File: src/rtl/ct_pkg.sv
package ct_pkg;

    typedef enum logic [1:0] {
        CT_JOINED  = 2'd0,
        CT_CHAINED = 2'd1,
        CT_SPLIT   = 2'd2,
        CT_SPLIT_B = 2'd3
    } ct_mode_e;

    typedef struct packed {
        logic lo;
        logic hi;
        logic irq;
        logic tgl;
    } ct_out_t;

endpackage

File: src/rtl/ct_cmp_regs.sv
module ct_cmp_regs #(
    parameter int LO_W = 4,
    parameter int HI_W = 8
) (
    input  logic            clk,
    input  logic            rst_n,
    input  logic            wr_en,
    input  logic            wr_sel,
    input  logic [HI_W-1:0] wr_data,
    output logic [LO_W-1:0] cmp_lo,
    output logic [HI_W-1:0] cmp_hi,
    output logic            sup_lo,
    output logic            sup_hi
);

    typedef struct packed {
        logic [LO_W-1:0] lo;
        logic [HI_W-1:0] hi;
    } regs_t;

    regs_t regs_d, regs_q;

    always_comb begin
        regs_d = regs_q;
        if (wr_en) begin
            if (wr_sel) begin
                regs_d.hi = wr_data;
            end else begin
                regs_d.lo = wr_data[LO_W-1:0];
            end
        end
    end

    always_ff @(posedge clk) begin
        if (!rst_n) begin
            regs_q.lo <= '1;
            regs_q.hi <= '1;
        end else begin
            regs_q <= regs_d;
        end
    end

    assign cmp_lo = regs_q.lo;
    assign cmp_hi = regs_q.hi;
    assign sup_lo = wr_en & ~wr_sel;
    assign sup_hi = wr_en & wr_sel;

endmodule

File: src/rtl/ct_stage.sv
module ct_stage #(
    parameter int W = 4
) (
    input  logic         clk,
    input  logic         rst_n,
    input  logic         step,
    input  logic         reload,
    input  logic [W-1:0] cmp,
    output logic [W-1:0] cnt,
    output logic         eq,
    output logic         at_max
);

    typedef struct packed {
        logic [W-1:0] cnt;
    } stage_t;

    stage_t st_d, st_q;

    always_comb begin
        st_d = st_q;
        if (step) begin
            if (reload) begin
                st_d.cnt = '0;
            end else begin
                st_d.cnt = st_q.cnt + 1'b1;
            end
        end
    end

    always_ff @(posedge clk) begin
        if (!rst_n) begin
            st_q.cnt <= '0;
        end else begin
            st_q <= st_d;
        end
    end

    assign cnt    = st_q.cnt;
    assign eq     = (st_q.cnt == cmp);
    assign at_max = &st_q.cnt;

endmodule

File: src/rtl/ct_match_logic.sv
module ct_match_logic
    import ct_pkg::*;
(
    input  ct_mode_e mode,
    input  logic     en,
    input  logic     eq_lo,
    input  logic     eq_hi,
    input  logic     max_lo,
    input  logic     sup_lo,
    input  logic     sup_hi,
    output logic     step_lo,
    output logic     reload_lo,
    output logic     step_hi,
    output logic     reload_hi,
    output logic     fire_lo,
    output logic     fire_hi,
    output logic     fire_irq,
    output logic     fire_tgl
);

    logic joined;
    logic chained;
    logic split;
    logic both_eq;
    logic fire_joined;

    always_comb begin
        joined  = (mode == CT_JOINED);
        chained = (mode == CT_CHAINED);
        split   = (mode == CT_SPLIT) || (mode == CT_SPLIT_B);
        both_eq = eq_lo & eq_hi;

        step_lo   = en;
        reload_lo = joined ? both_eq : eq_lo;

        fire_lo     = en & ~joined & eq_lo & ~sup_lo;
        fire_joined = en & joined & both_eq & ~(sup_lo | sup_hi);

        if (joined) begin
            step_hi = en & (both_eq | max_lo);
        end else if (chained) begin
            step_hi = fire_lo;
        end else begin
            step_hi = en;
        end
        reload_hi = joined ? both_eq : eq_hi;

        fire_hi  = joined ? fire_joined : (step_hi & eq_hi & ~sup_hi);
        fire_irq = split ? (fire_lo | fire_hi) : fire_hi;
        fire_tgl = joined ? fire_hi : fire_lo;
    end

endmodule

File: src/rtl/ct_out_regs.sv
module ct_out_regs
    import ct_pkg::*;
(
    input  logic clk,
    input  logic rst_n,
    input  logic fire_lo,
    input  logic fire_hi,
    input  logic fire_irq,
    input  logic fire_tgl,
    output logic match_lo,
    output logic match_hi,
    output logic irq,
    output logic tgl
);

    ct_out_t out_d, out_q;

    always_comb begin
        out_d     = out_q;
        out_d.lo  = fire_lo;
        out_d.hi  = fire_hi;
        out_d.irq = fire_irq;
        out_d.tgl = out_q.tgl ^ fire_tgl;
    end

    always_ff @(posedge clk) begin
        if (!rst_n) begin
            out_q <= '0;
        end else begin
            out_q <= out_d;
        end
    end

    assign match_lo = out_q.lo;
    assign match_hi = out_q.hi;
    assign irq      = out_q.irq;
    assign tgl      = out_q.tgl;

endmodule

File: src/rtl/cascade_cmp_timer.sv
module cascade_cmp_timer
    import ct_pkg::*;
#(
    parameter int LO_W = 4,
    parameter int HI_W = 8
) (
    input  logic            clk,
    input  logic            rst_n,
    input  logic            en,
    input  logic [1:0]      mode,
    input  logic            wr_en,
    input  logic            wr_sel,
    input  logic [HI_W-1:0] wr_data,
    output logic [LO_W-1:0] cnt_lo,
    output logic [HI_W-1:0] cnt_hi,
    output logic            match_lo,
    output logic            match_hi,
    output logic            irq,
    output logic            shift_clk
);

    logic [LO_W-1:0] cmp_lo;
    logic [HI_W-1:0] cmp_hi;
    logic            sup_lo, sup_hi;
    logic            eq_lo, eq_hi, max_lo, max_hi;
    logic            step_lo, reload_lo, step_hi, reload_hi;
    logic            fire_lo, fire_hi, fire_irq, fire_tgl;
    ct_mode_e        mode_e;

    assign mode_e = ct_mode_e'(mode);

    ct_cmp_regs #(.LO_W(LO_W), .HI_W(HI_W)) u_regs (
        .clk     (clk),
        .rst_n   (rst_n),
        .wr_en   (wr_en),
        .wr_sel  (wr_sel),
        .wr_data (wr_data),
        .cmp_lo  (cmp_lo),
        .cmp_hi  (cmp_hi),
        .sup_lo  (sup_lo),
        .sup_hi  (sup_hi)
    );

    ct_stage #(.W(LO_W)) u_lo (
        .clk    (clk),
        .rst_n  (rst_n),
        .step   (step_lo),
        .reload (reload_lo),
        .cmp    (cmp_lo),
        .cnt    (cnt_lo),
        .eq     (eq_lo),
        .at_max (max_lo)
    );

    ct_stage #(.W(HI_W)) u_hi (
        .clk    (clk),
        .rst_n  (rst_n),
        .step   (step_hi),
        .reload (reload_hi),
        .cmp    (cmp_hi),
        .cnt    (cnt_hi),
        .eq     (eq_hi),
        .at_max (max_hi)
    );

    ct_match_logic u_match (
        .mode      (mode_e),
        .en        (en),
        .eq_lo     (eq_lo),
        .eq_hi     (eq_hi),
        .max_lo    (max_lo),
        .sup_lo    (sup_lo),
        .sup_hi    (sup_hi),
        .step_lo   (step_lo),
        .reload_lo (reload_lo),
        .step_hi   (step_hi),
        .reload_hi (reload_hi),
        .fire_lo   (fire_lo),
        .fire_hi   (fire_hi),
        .fire_irq  (fire_irq),
        .fire_tgl  (fire_tgl)
    );

    ct_out_regs u_out (
        .clk      (clk),
        .rst_n    (rst_n),
        .fire_lo  (fire_lo),
        .fire_hi  (fire_hi),
        .fire_irq (fire_irq),
        .fire_tgl (fire_tgl),
        .match_lo (match_lo),
        .match_hi (match_hi),
        .irq      (irq),
        .tgl      (shift_clk)
    );

    logic unused_max_hi;
    assign unused_max_hi = max_hi;

endmodule

File: config.mk
export PLATFORM = sky130hd
export DESIGN_NAME = cascade_cmp_timer
export DESIGN_NICKNAME = d
export VERILOG_FILES = /design/src/rtl/ct_pkg.sv /design/src/rtl/ct_cmp_regs.sv /design/src/rtl/ct_stage.sv /design/src/rtl/ct_match_logic.sv /design/src/rtl/ct_out_regs.sv /design/src/rtl/cascade_cmp_timer.sv
export SDC_FILE = /design/constraint.sdc
export NUM_CORES = 1
export LEC_CHECK = 0
export BUFFER_PORTS_ARGS = -buffer_cell sky130_fd_sc_hd__buf_2
export CORE_MARGIN = 2
export CORE_UTILIZATION = 35
export CTS_BUF_LIST = sky130_fd_sc_hd__clkbuf_8
export DETAILED_ROUTE_END_ITERATION = 10
export MAX_ROUTING_LAYER = met4
export SLEW_MARGIN = 25
export SYNTH_ARGS = -nofsm -noshare
export SYNTH_HDL_FRONTEND = slang
export SYNTH_HIERARCHICAL = 1
export SYNTH_SLANG_ARGS = --single-unit
File: constraint.sdc
create_clock -name clk -period 2.1 [get_ports clk]
set_clock_uncertainty 0.1 [all_clocks]
set_input_delay 0.42 -clock clk [delete_from_list [all_inputs] [get_ports clk]]
set_output_delay 0.42 -clock clk [all_outputs]
set_load 0.05 [all_outputs]
== After elaboration in Yosys (flattened, before gate mapping) ==
Cells that the tools add are included.
Operators by class
  add/sub/neg operators: 2
  bitwise gates (word level): 21
  equality and inequality tests: 5
  multiplexer cells: 9
  reduce and logical (&&, ||, !) cells: 5
Operators with widths (number)
  1-bit bitwise AND: 12
  8-bit by 1-bit adder with 8-bit output, second input constant: 1
  8-bit == test: 1
  8-bit 2-to-1 mux: 1
  1-bit 2-to-1 mux: 7
  1-bit NOT: 5
  4-bit by 1-bit adder with 4-bit output, second input constant: 1
  2-bit == test, second input constant: 2
  4-bit == test: 1
  4-bit 2-to-1 mux: 1
  2-bit AND reduction: 2
  4-bit AND reduction: 1
  1-bit bitwise OR: 3
  2-bit by 1-bit == test with 1-bit output, second input constant: 1
  2-bit logical NOT: 1
  1-bit logical OR: 1
  1-bit bitwise XOR: 1
Storage, ports and cells
  flip-flop bits (word level): 28
  output and inout port bits: 16

== Depth between registers and ports, before layout ==
Gate-level depths: netlist of the first run.
  word-level depth: 12
  mapped depth: 10
  gate-level depth less buffers: 8

== By module ==
The synthesis of the first run kept the hierarchy.
Modules (own cells, without submodules)
  ct_cmp_regs: cells each 55, instances 1, sequential area each 240.2 um^2, area each 536.8 um^2
  ct_stage at u_hi: cells each 53, instances 1, sequential area each 160.2 um^2, area each 465.4 um^2
  ct_stage at u_lo: cells each 27, instances 1, sequential area each 80.1 um^2, area each 239.0 um^2
  ct_match_logic: cells each 18, instances 1, sequential area each 0.0 um^2, area each 120.1 um^2
  ct_out_regs: cells each 9, instances 1, sequential area each 80.1 um^2, area each 113.9 um^2

== Worst setup path after synthesis of the first run ==
Ideal clock, no wire load.
  kind: register -> register
  start: register, netlist name u_lo/cnt[0]
  end: register, netlist name u_hi/cnt[5]
  stages on the path, launching flop included: 9
  slack: -339 ps
  data required time: 1929 ps
  clock period less this slack: 2439 ps
  library setup time: 71 ps
  arrival: 2269 ps
  cell sequence: dfxtp_1 xor2_1 nor4_1 nand2_1 o21ai_0 buf_2 nand4_4 or3_1 a21oi_1
Between the ends
  longest elaborated chain between the ends: 5
  elaborated cells between the ends (all ways): 11
  those cells by class: 1 x eq/ne; 4 x mux; 5 x bitwise; 1 x reduce/logical
RTL lines
  4-bit == test *: RTL line ct_stage.sv:40  | assign eq = (st_q.cnt == cmp);
  net eq_lo: RTL line cascade_cmp_timer.sv:25  | logic eq_lo, eq_hi, max_lo, max_hi;
  1-bit bitwise AND, on equally long branches: RTL line ct_match_logic.sv:36, ct_match_logic.sv:31
  1-bit bitwise AND / 1-bit bitwise OR (equally long branches): RTL line ct_match_logic.sv:36, ct_match_logic.sv:40
  1-bit 2-to-1 mux / 1-bit bitwise AND (equally long branches): RTL line ct_match_logic.sv:41, ct_match_logic.sv:40
  1-bit 2-to-1 mux *: RTL line ct_match_logic.sv:39  | if (joined) begin
  net step_hi: RTL line cascade_cmp_timer.sv:26  | logic step_lo, reload_lo, step_hi, reload_hi;
The timed path passes the listed nets; every way through them passes the cells marked *.
A chain may end at the register's enable or synchronous reset.

== Worst setup path after layout of the first run ==
  start: register, netlist name u_hi/cnt[6]
  end: register, netlist name u_lo/cnt[3]
Between the ends
  longest elaborated chain between the ends: 4
RTL lines
  8-bit == test: RTL line ct_stage.sv:40
  net eq_hi: RTL line cascade_cmp_timer.sv:25
  1-bit bitwise AND: RTL line ct_match_logic.sv:31  | both_eq = eq_lo & eq_hi;
  1-bit 2-to-1 mux: RTL line ct_match_logic.sv:34  | reload_lo = joined ? both_eq : eq_lo;
  net reload_lo: RTL line cascade_cmp_timer.sv:26
  4-bit 2-to-1 mux: RTL line ct_stage.sv:23  | if (reload) begin
The timed path passes the listed nets, and every way through them passes these cells.

==> key figures, run 1 <==
Status
  – Status: completed

Synthesis
  – Warnings from Yosys: 6
  – Syn avg cell area: 9.17 µm²
  – Synth Instances: 160
  – Syn nets: 177
  – Cell area after synthesis: 0.00147 mm²

Global route
  – Largest net degree at the start of global routing: 26
  – GR peak layer: met2
  – GRT overflow: 0
  – GR Util met1: 18.2%
  – Grt met2 use: 21.2%
  – Met3 Track Usage GR: 1.46%
  – First-pass GRT wire length: 4.72 mm
  – Tot GR Track Use: 13.7%
  – Antenna violations before repair: 0
  – Vias in the first global route: 1047

Placed design
  – Post-DP HPWL: 2.10 mm
  – Routability congestion estimate: 0.772
  – I/O Buffers: 30
  – Placed cells: 241

Finish
  – Number of diodes: 0
  – Fraction of layout cells with a size suffix above 1: 36.7%
  – Nets: 215
  – Fill cells: 413
  – Post-Layout Cell Count: 246
  – Syn-to-layout area delta: 22.2%
  – Core Util, Final: 44.5%

Floorplan
  – Row Count: 23
  – Die span in x: 68.7 µm
  – Initial Util: 36.4%
  – Die H: 68.7 µm
  – Core outline area: 0.00403 mm²
  – Top Ports: 31
  – Die Area: 0.00472 mm²

STA
  – FMAX: 508 MHz
  – Tightest Pin Transition: 453 ps
  – Fin crit share: 93.7%
  – Tmin final: 1970 ps
  – Final Hold Vio Count: 0
  – Setup TNS: 0 ps
  – Slew HR: 69.8%
  – Endpoints failing setup: 0
  – Slew Viols, Final: 0

Hold path
  – Worst hold path class: input pin to flop

Clock network
  – Clock-pin transition on the worst setup and hold timing paths: 90 ps
  – CTS tree: done
  – Clock Sink Count: 28
  – Htree depth: 1
  – CTS Hold Bufs: 0
  – CTS Root Cell: clkbuf_8
  – CTS Buffer Depth: 2
  – Total CTS buffers: 3
  – Clock Latency Late Sink: 270 ps

Critical path
  – CP arrival: 2070 ps
  – Crit-path max cell delay: 470 ps
  – Startpoint Class: flop
  – Worst Path Required: 2200 ps
  – Crit end category: flop
  – Kind of critical path: flop to flop
  – Crit-path slowest cell: or4_1
  – CP Cell Sequence: xnor2_2 -> nand4_1 -> nor2_1 -> buf_4 -> o31a_2 -> or4_1 -> a21boi_1
  – Critical path fanouts, max: 6

Routing
  – Vias per cell: 4.83
  – Residual DRC count: 0
  – Antenna viol nets, final: 0
  – Iter 0 DRT Violations: 44
  – Pre-Repair DR Iteration Count: 4
  – DR WL/cell: 11.5 µm
  – Final WL: 2.82 mm
  – Vias: 1188

Power and ir drop
  – P_leak: 0.848 nW
  – Pwr/cell area: 557 mW/mm²
  – Max VDD drop: 0.000210 V

Run
  – Max cap viols: 0
## through the flow
stage               total power (W)  setup WS, ps  hold slack (ps)  area (µm²)
floorplan                  0.000675         0.464              343        1500
global placement           0.000719           144              366        1730
detailed placement         0.000721          97.0              371        1730
CTS                         0.00101          86.4              279        1770
global route                0.00105         -1.10              294        1790
finish                     0.000998           132              286        1790
## path summary, 6_finish.rpt
kind,startpoint,to,slack (ps),depth (start not counted)
min,wr_data[6],u_regs/cmp_hi[6]$_SDFFE_PN1P_,290,3
min reg2reg,u_regs/cmp_lo[2]$_SDFFE_PN1P_,u_regs/cmp_lo[2]$_SDFFE_PN1P_,380,2
max reg2reg,u_hi/cnt[6]$_SDFFE_PN0P_,u_lo/cnt[3]$_SDFFE_PN0P_,130,7
max,u_hi/cnt[6]$_SDFFE_PN0P_,u_lo/cnt[3]$_SDFFE_PN0P_,130,7
## registers in the layout, indices dropped and copies added, names as in the netlist
name	cells
u_out/match_hi	1
u_out/match_lo	1
u_out/tgl	1
u_out/irq	1
u_regs/cmp_lo	4
u_hi/cnt	8
u_lo/cnt	4
u_regs/cmp_hi	8
## where the power goes
group / internal (W) / total, W / switching [W]
logic: 0.0000613 / 0.000145 / 0.0000836
clock network: 0.000129 / 0.000289 / 0.000160
registers: 0.000546 / 0.000564 / 0.0000176
total: 0.000736 / 0.000998 / 0.000261
## cells in the final DEF (no fill, tap or decap), types with 3 or more instances in the layout
cell and count:
dfxtp_4 5, a21oi_1 5, o21ai_0 6, buf_2 30, nand4_1 3, nor2_1 9
dfxtp_1 16, a31oi_1 5, or3_1 3, nand3_1 11, o211ai_2 8, clkbuf_8 3
nor2b_1 4, dfxtp_2 7, and2_1 5, nor4bb_1 3, xnor2_1 8, inv_1 14
xor2_1 8, buf_4 11, nand2_1 7
## layout make-up
| class | instances | area, µm² | area share [%] |
|---|---|---|---|
| multi-input cells | 109 | 811 | 45.3 |
| flip-flops and latches | 28 | 588 | 32.8 |
| inverters | 15 | 56.3 | 3.14 |
| well taps | 50 | 62.6 | 3.49 |
| repair buffers | 41 | 233 | 13.0 |
| clock buffers | 3 | 41.3 | 2.30 |
## worst max-delay path, delay by kind of cell (launching register included)
family / cells / cell delay (ps)
AND/OR/NAND/NOR: 3 / 640
XOR/XNOR: 1 / 140
flip-flops: 1 / 370
buffers and inverters: 1 / 140
AO/OA/AOI/OAI: 2 / 510
## repair_timing
item                                    4_1_cts  5_1_grt
buffers inserted                              0        2
endpoints found under the setup margin        0        3
resized for setup                             0        3
## layer usage
layer / share of wire (%) / wire length, µm
met1: 48 / 1360
met4: 1.5 / 43
met3: 2.8 / 80
met5: 0 / 0
met2: 47 / 1330
Note: power is estimated with default switching activity, not from simulation.
==> run 2: changes to the inputs <==
==> constraint.sdc (replaced) <==
create_clock -name clk -period 2.1 [get_ports clk]
set_clock_uncertainty 0.1 [all_clocks]
set_input_delay 0 -clock clk [delete_from_list [all_inputs] [get_ports clk]]
set_output_delay 0 -clock clk [all_outputs]
set_load 0.05 [all_outputs]
==> run 2 against run 1 <==
Compared with the run above:
- register-to-register slack improved by 20 ps
- sequential share of layout area down 1.5 points
- sequential power about the same
- critical endpoint unchanged
==> key figures, run 2 (synthesized netlist as in run 1, its figures left out) <==
Critical path
  – CP arrival: 2040 ps (was 2070 ps)
  – Worst Path Required: 2200 ps (about the same)
  – Critical path fanouts, max: 7 (was 6)
  – Startpoint Class: flop (unchanged)
  – Crit end category: flop (unchanged)
  – Kind of critical path: flop to flop (unchanged)

Clock network
  – Clock Latency Late Sink: 260 ps (was 270 ps)
  – CTS Buffer Depth: 2 (unchanged)
  – CTS tree: done (unchanged)
  – Clock-pin transition on the worst setup and hold timing paths: 90 ps (about the same)
  – Htree depth: 1 (unchanged)
  – Clock Sink Count: 28 (unchanged)
  – Total CTS buffers: 3 (unchanged)
  – CTS Root Cell: clkbuf_8 (unchanged)

Routing
  – Residual DRC count: 0 (unchanged)
  – Vias per cell: 4.89 (was 4.83)
  – Pre-Repair DR Iteration Count: 4 (unchanged)
  – Iter 0 DRT Violations: 41 (was 44)
  – Vias: 1241 (was 1188)
  – Antenna viol nets, final: 0 (unchanged)
  – DR WL/cell: 11.4 µm (was 11.5 µm)
  – Final WL: 2.91 mm (was 2.82 mm)

STA
  – Tightest Pin Transition: 470 ps (was 453 ps)
  – Slew HR: 68.7% (was 69.8%)
  – Endpoints failing setup: 0 (unchanged)
  – Tmin final: 1940 ps (was 1970 ps)
  – Fin crit share: 92.6% (was 93.7%)
  – Slew Viols, Final: 0 (unchanged)
  – RSZ-0062 raised after global routing: true
  – Setup TNS: 0 ps (unchanged)
  – Final Hold Vio Count: 0 (unchanged)
  – FMAX: 514 MHz (was 508 MHz)

Floorplan
  – Die H: 68.7 µm (unchanged)
  – Top Ports: 31 (unchanged)
  – Die span in x: 68.7 µm (unchanged)
  – Row Count: 23 (unchanged)
  – Die Area: 0.00472 mm² (unchanged)
  – Core outline area: 0.00403 mm² (unchanged)
  – Initial Util: 36.4% (unchanged)

Finish
  – Nets: 223 (was 215)
  – Fraction of layout cells with a size suffix above 1: 35.3% (was 36.7%)
  – Syn-to-layout area delta: 27.9% (was 22.2%)
  – Commonest non-fill, non-tap cell in the layout: buf_2 (unchanged)
  – Commonest cells after routing, fill and taps aside: buf_2, dfxtp_1, inv_1 (unchanged)
  – Number of diodes: 0 (unchanged)
  – Post-Layout Cell Count: 254 (was 246)
  – Final instance area: 0.00188 mm² (was 0.00179 mm²)

Placed design
  – Post-DP HPWL: 2.07 mm (was 2.10 mm)
  – I/O Buffers: 30 (unchanged)
  – Routability congestion estimate: 0.792 (was 0.772)
  – Placed cells: 239 (was 241)
  – Placed cell area: 0.00171 mm² (was 0.00173 mm²)

Global route
  – First-pass GRT wire length: 4.82 mm (was 4.72 mm)
  – Vias in the first global route: 1103 (was 1047)
  – Largest net degree at the start of global routing: 26 (unchanged)
  – Tot GR Track Use: 13.8% (was 13.7%)
  – Antenna violations before repair: 0 (unchanged)
  – GRT overflow: 0 (unchanged)

Power and ir drop
  – Clock power share: 28.1% (was 29.0%)
  – Max VDD drop: 0.000217 V (was 0.000210 V)
  – Switch Pwr: 0.000256 W (was 0.000261 W)
  – P_leak: 0.874 nW (was 0.848 nW)
  – Int Power: 0.000744 W (was 0.000736 W)
  – Comb power frac: 15.5% (was 14.5%)
  – Power after layout: 0.00100 W (was 0.000998 W)
  – Reg power frac: 56.4% (was 56.5%)
  – Pwr/cell area: 533 mW/mm² (was 557 mW/mm²)
  – Switching portion of total power: 25.6% (was 26.2%)

Run
  – Max cap viols: 0 (unchanged)

Status
  – Status: completed (unchanged)

Hold path
  – Worst hold path class: input pin to flop (unchanged)
-- run 2: cell count changes in the layout (fill, tap and decap cells not counted) --
cell / change
or3_4: +1
xnor2_1: +1
a21oi_1: -1
dlygate4sd3_1: +9
xnor2_2: -1
buf_4: -1
or3_1: -1
a21oi_2: +1
-- run 2: critical path: stages, from the launching register on --
cell	delay (ps)
dfxtp_4	390
xnor2_1	130
nand4_1	90
nor2_1	60
buf_4	130
o31a_2	380
or4_1	480
a21boi_1	130
-- run 2: path summary, 6_finish.rpt --
check / from / end / slack (ps) / depth (start not counted)
setup / recovery: u_hi/cnt[3]$_SDFFE_PN0P_ / u_lo/cnt[3]$_SDFFE_PN0P_ / 160 / 7
hold / removal: rst_n / u_regs/cmp_hi[1]$_SDFFE_PN1P_ / 30 / 2
setup reg to reg: u_hi/cnt[3]$_SDFFE_PN0P_ / u_lo/cnt[3]$_SDFFE_PN0P_ / 160 / 7
hold reg to reg: u_regs/cmp_lo[1]$_SDFFE_PN1P_ / u_regs/cmp_lo[1]$_SDFFE_PN1P_ / 380 / 2
-- run 2: stage by stage --
stage               hold WS, ps  util [%]  setup slack (ps)
floorplan                  6.63         -             0.464
global placement            149      42.5               143
detailed placement          155      42.5               122
CTS                        31.3      45.7              96.3
global route               57.4      46.6             -23.7
finish                     32.1      46.6               155
-- run 2: layout make-up --
type,instances,area [µm²]
fill,406,2150
timing repair buffer,49,315
inverter,15,56.3
tap,50,62.6
multi-input combinational,109,812
clock buffer,3,41.3
sequential,28,588
-- run 2: power by group through the flow --
stage | clock network (W) | registers (W) | logic, W
floorplan | 0 | 0.000595 | 0.0000791
global placement | 0 | 0.000577 | 0.000139
detailed placement | 0 | 0.000578 | 0.000141
CTS | 0.000300 | 0.000565 | 0.000154
global route | 0.000312 | 0.000568 | 0.000172
finish | 0.000281 | 0.000564 | 0.000155
-- run 2: metal layers --
layer | up-vias | track usage [%] | routed length, µm
li1 | 651 | - | -
met1 | 574 | 16.9 | 1420
met2 | 14 | 23.3 | 1390
met3 | 2 | 1.62 | 58
met4 | 0 | 5.39 | 34
met5 | - | - | 0
-- run 2: timing repair --
item,in CTS,in global routing
hold buffers,9,0
buffers inserted,0,3
endpoints found under the hold margin,11,0
gates resized for setup,0,4
endpoints found under the setup margin,0,3
==> run 3: changes to the inputs <==
ABC_AREA = 1   (was default)
CAP_MARGIN = 20   (was default)
==> run 3 against run 2 <==
Compared with the run above:
- register-to-register slack improved by 50 ps
- design area rose by 6.3%
- global-route usage rose by 2.0 points
- count of clock-buffer cells in the layout did not move
- synthesized cell count rose by 41%
- worst hold slack got worse by 1.0 ps
- combinational power rose by 12%
- worst setup slack improved by 53 ps
- total power rose by 17%
- critical path type unchanged
- largest cell class unchanged
==> key figures, run 3 <==
Critical path
  – CP arrival: 1970 ps (was 2040 ps)
  – Crit end category: flop (unchanged)
  – CP Depth: 15 (was 7)
  – Most used cell, CP: nand2_1
  – CP Cell Sequence: inv_1 -> nand2_1 -> nand2_1 -> nor2_1 -> nand2_1 -> nor2_1 -> nand2_2 -> nand2_1 -> nand3_1 -> nand3_4 -> nand2_2 -> nor2_4 -> nand3_1 -> nand2_1 -> nor2_1 (was xnor2_1 -> nand4_1 -> nor2_1 -> buf_4 -> o31a_2 -> or4_1 -> a21boi_1)
  – Worst Setup EP: u_hi/cnt[7]$_SDFFE_PN0P_ (was u_lo/cnt[3]$_SDFFE_PN0P_)
  – Worst Path Required: 2180 ps (was 2200 ps)
  – CP delay by family, top: simple AND/OR/NAND/NOR gates (unchanged)
  – R2r startpoint: u_hi/cnt[5]$_SDFFE_PN0P_ (was u_hi/cnt[3]$_SDFFE_PN0P_)
  – Critical path fanouts, max: 7 (unchanged)
  – Startpoint Class: flop (unchanged)
  – Kind of critical path: flop to flop (unchanged)
  – Buffers and inverters on the worst path: 1 (unchanged)
  – Crit-path max cell delay: 400 ps (was 480 ps)
  – Worst Setup SP: u_hi/cnt[5]$_SDFFE_PN0P_ (was u_hi/cnt[3]$_SDFFE_PN0P_)
  – R2r setup slk: 210 ps (was 160 ps)
  – Crit-path slowest cell: dfxtp_2 (was or4_1)
  – R2R Path End: u_hi/cnt[7]$_SDFFE_PN0P_ (was u_lo/cnt[3]$_SDFFE_PN0P_)
  – R2R cell count: 15 (was 7)

Finish
  – Commonest non-fill, non-tap cell in the layout: nand2_1 (was buf_2)
  – Post-Layout Cell Count: 330 (was 254)
  – Number of diodes: 0 (unchanged)
  – Fraction of layout cells with a size suffix above 1: 20.4% (was 35.3%)
  – Syn-to-layout area delta: 35.3% (was 27.9%)
  – Commonest cells after routing, fill and taps aside: nand2_1, nand3_1, inv_1 (was buf_2, dfxtp_1, inv_1)
  – Fill cells: 440 (was 406)
  – Core Util, Final: 49.5% (was 46.6%)
  – Nets: 298 (was 223)
  – Final instance area: 0.00199 mm² (was 0.00188 mm²)

Global route
  – First-pass GRT wire length: 5.61 mm (was 4.82 mm)
  – GRT overflow: 0 (unchanged)
  – Vias in the first global route: 1279 (was 1103)
  – Tot GR Track Use: 15.8% (was 13.8%)
  – Largest net degree at the start of global routing: 20 (was 26)
  – Antenna violations before repair: 0 (unchanged)

STA
  – Fin crit share: 90.1% (was 92.6%)
  – Tmin final: 1890 ps (was 1940 ps)
  – Final Hold Vio Count: 0 (unchanged)
  – Slew HR: 76.7% (was 68.7%)
  – FMAX: 529 MHz (was 514 MHz)
  – Tightest Pin Transition: 349 ps (was 470 ps)
  – Setup TNS: 0 ps (unchanged)
  – Endpoints failing setup: 0 (unchanged)
  – Hold slack final: 31.1 ps (was 32.1 ps)
  – Slew Viols, Final: 0 (unchanged)
  – RSZ-0062 raised after global routing: false (was true)

Routing
  – Antenna viol nets, final: 0 (unchanged)
  – Final WL: 3.19 mm (was 2.91 mm)
  – Iter 0 DRT Violations: 95 (was 41)
  – DR WL/cell: 9.65 µm (was 11.4 µm)
  – Vias per cell: 4.41 (was 4.89)
  – Vias: 1456 (was 1241)
  – Pre-Repair DR Iteration Count: 5 (was 4)
  – Residual DRC count: 0 (unchanged)

Power and ir drop
  – P_leak: 1.03 nW (was 0.874 nW)
  – Pwr/cell area: 588 mW/mm² (was 533 mW/mm²)
  – Max VDD drop: 0.000251 V (was 0.000217 V)

Placed design
  – Post-DP HPWL: 2.27 mm (was 2.07 mm)
  – Placed cells: 301 (was 239)
  – Routability congestion estimate: 0.831 (was 0.792)
  – I/O Buffers: 30 (unchanged)
  – Placed cell area: 0.00166 mm² (was 0.00171 mm²)

Floorplan
  – Core outline area: 0.00403 mm² (unchanged)
  – Die Area: 0.00474 mm² (was 0.00472 mm²)
  – Row Count: 23 (unchanged)
  – Top Ports: 31 (unchanged)
  – Initial Util: 36.6% (was 36.4%)
  – Die H: 68.9 µm (was 68.7 µm)
  – Die span in x: 68.9 µm (was 68.7 µm)

Clock network
  – CTS tree: done (unchanged)
  – Total CTS buffers: 3 (unchanged)
  – Clock Sink Count: 28 (unchanged)
  – Clock-pin transition on the worst setup and hold timing paths: 100 ps (was 90 ps)
  – Clock Latency Late Sink: 280 ps (was 260 ps)
  – CTS Root Cell: clkbuf_8 (unchanged)
  – CTS Buffer Depth: 2 (unchanged)
  – Htree depth: 1 (unchanged)

Synthesis
  – Syn nets: 242 (was 177)
  – Syn avg cell area: 6.55 µm² (was 9.17 µm²)
  – Cell area after synthesis: 0.00147 mm² (about the same)
  – Warnings from Yosys: 6 (unchanged)
  – Synth Instances: 225 (was 160)

Status
  – Status: completed (unchanged)

Hold path
  – Worst hold path class: input pin to flop (unchanged)

Run
  – Max cap viols: 0 (unchanged)
run 3: worst min-delay path by stage:
stage | from | depth (start not counted) | end
2_1_floorplan | rst_n | 1 | u_regs/cmp_hi[5]$_SDFFE_PN1P_
3_3_place_gp | wr_data[4] | 3 | u_regs/cmp_hi[4]$_SDFFE_PN1P_
3_5_place_dp | wr_data[6] | 3 | u_regs/cmp_hi[6]$_SDFFE_PN1P_
4_1_cts | wr_en | 3 | u_regs/cmp_lo[0]$_SDFFE_PN1P_
5_1_grt | wr_en | 3 | u_regs/cmp_lo[0]$_SDFFE_PN1P_
6_report | wr_en | 3 | u_regs/cmp_lo[0]$_SDFFE_PN1P_
run 3: routing by layer:
layer	track usage (%)	vias up	wire, µm
li1	-	804	-
met3	1.46	4	93
met4	5.88	0	41
met2	24.2	28	1410
met1	21.8	620	1640
met5	-	-	0
run 3: area by class of cell:
| class | count | area, µm² | area share, % |
|---|---|---|---|
| multi-input combinational | 159 | 763 | 38.3 |
| sequential | 28 | 568 | 28.5 |
| timing repair buffer | 55 | 400 | 20.1 |
| inverter | 34 | 128 | 6.40 |
| tap | 50 | 62.6 | 3.14 |
| clock buffer | 3 | 41.3 | 2.07 |
| clock inverter | 1 | 30.0 | 1.51 |
run 3: worst reg2reg max path: cells and delay by family, from the launching register on:
| kind | cells | cell delay [ps] |
|---|---|---|
| and+or+nand+nor | 14 | 1240 |
| buffers and inverters | 1 | 50 |
| DFF | 1 | 400 |
run 3: power breakdown:
| group | total (W) | internal (W) | switching (W) |
|---|---|---|---|
| sequential | 0.000572 | 0.000552 | 0.0000202 |
| clock | 0.000425 | 0.000255 | 0.000170 |
| combinational | 0.000174 | 0.0000790 | 0.0000946 |
run 3: timing repair:
item	4_1_cts	5_1_grt
endpoints found under the setup margin	0	5
hold endpoints to repair	15	0
resized for setup	0	5
hold buffers	25	0
setup buffers	0	0
run 3: per-stage QoR:
step | setup slack (ps) | power, W
floorplan | 23.8 | 0.000684
global placement | 211 | 0.000720
detailed placement | 204 | 0.000721
CTS | 182 | 0.00119
global route | 7.50 | 0.00124
finish | 208 | 0.00117
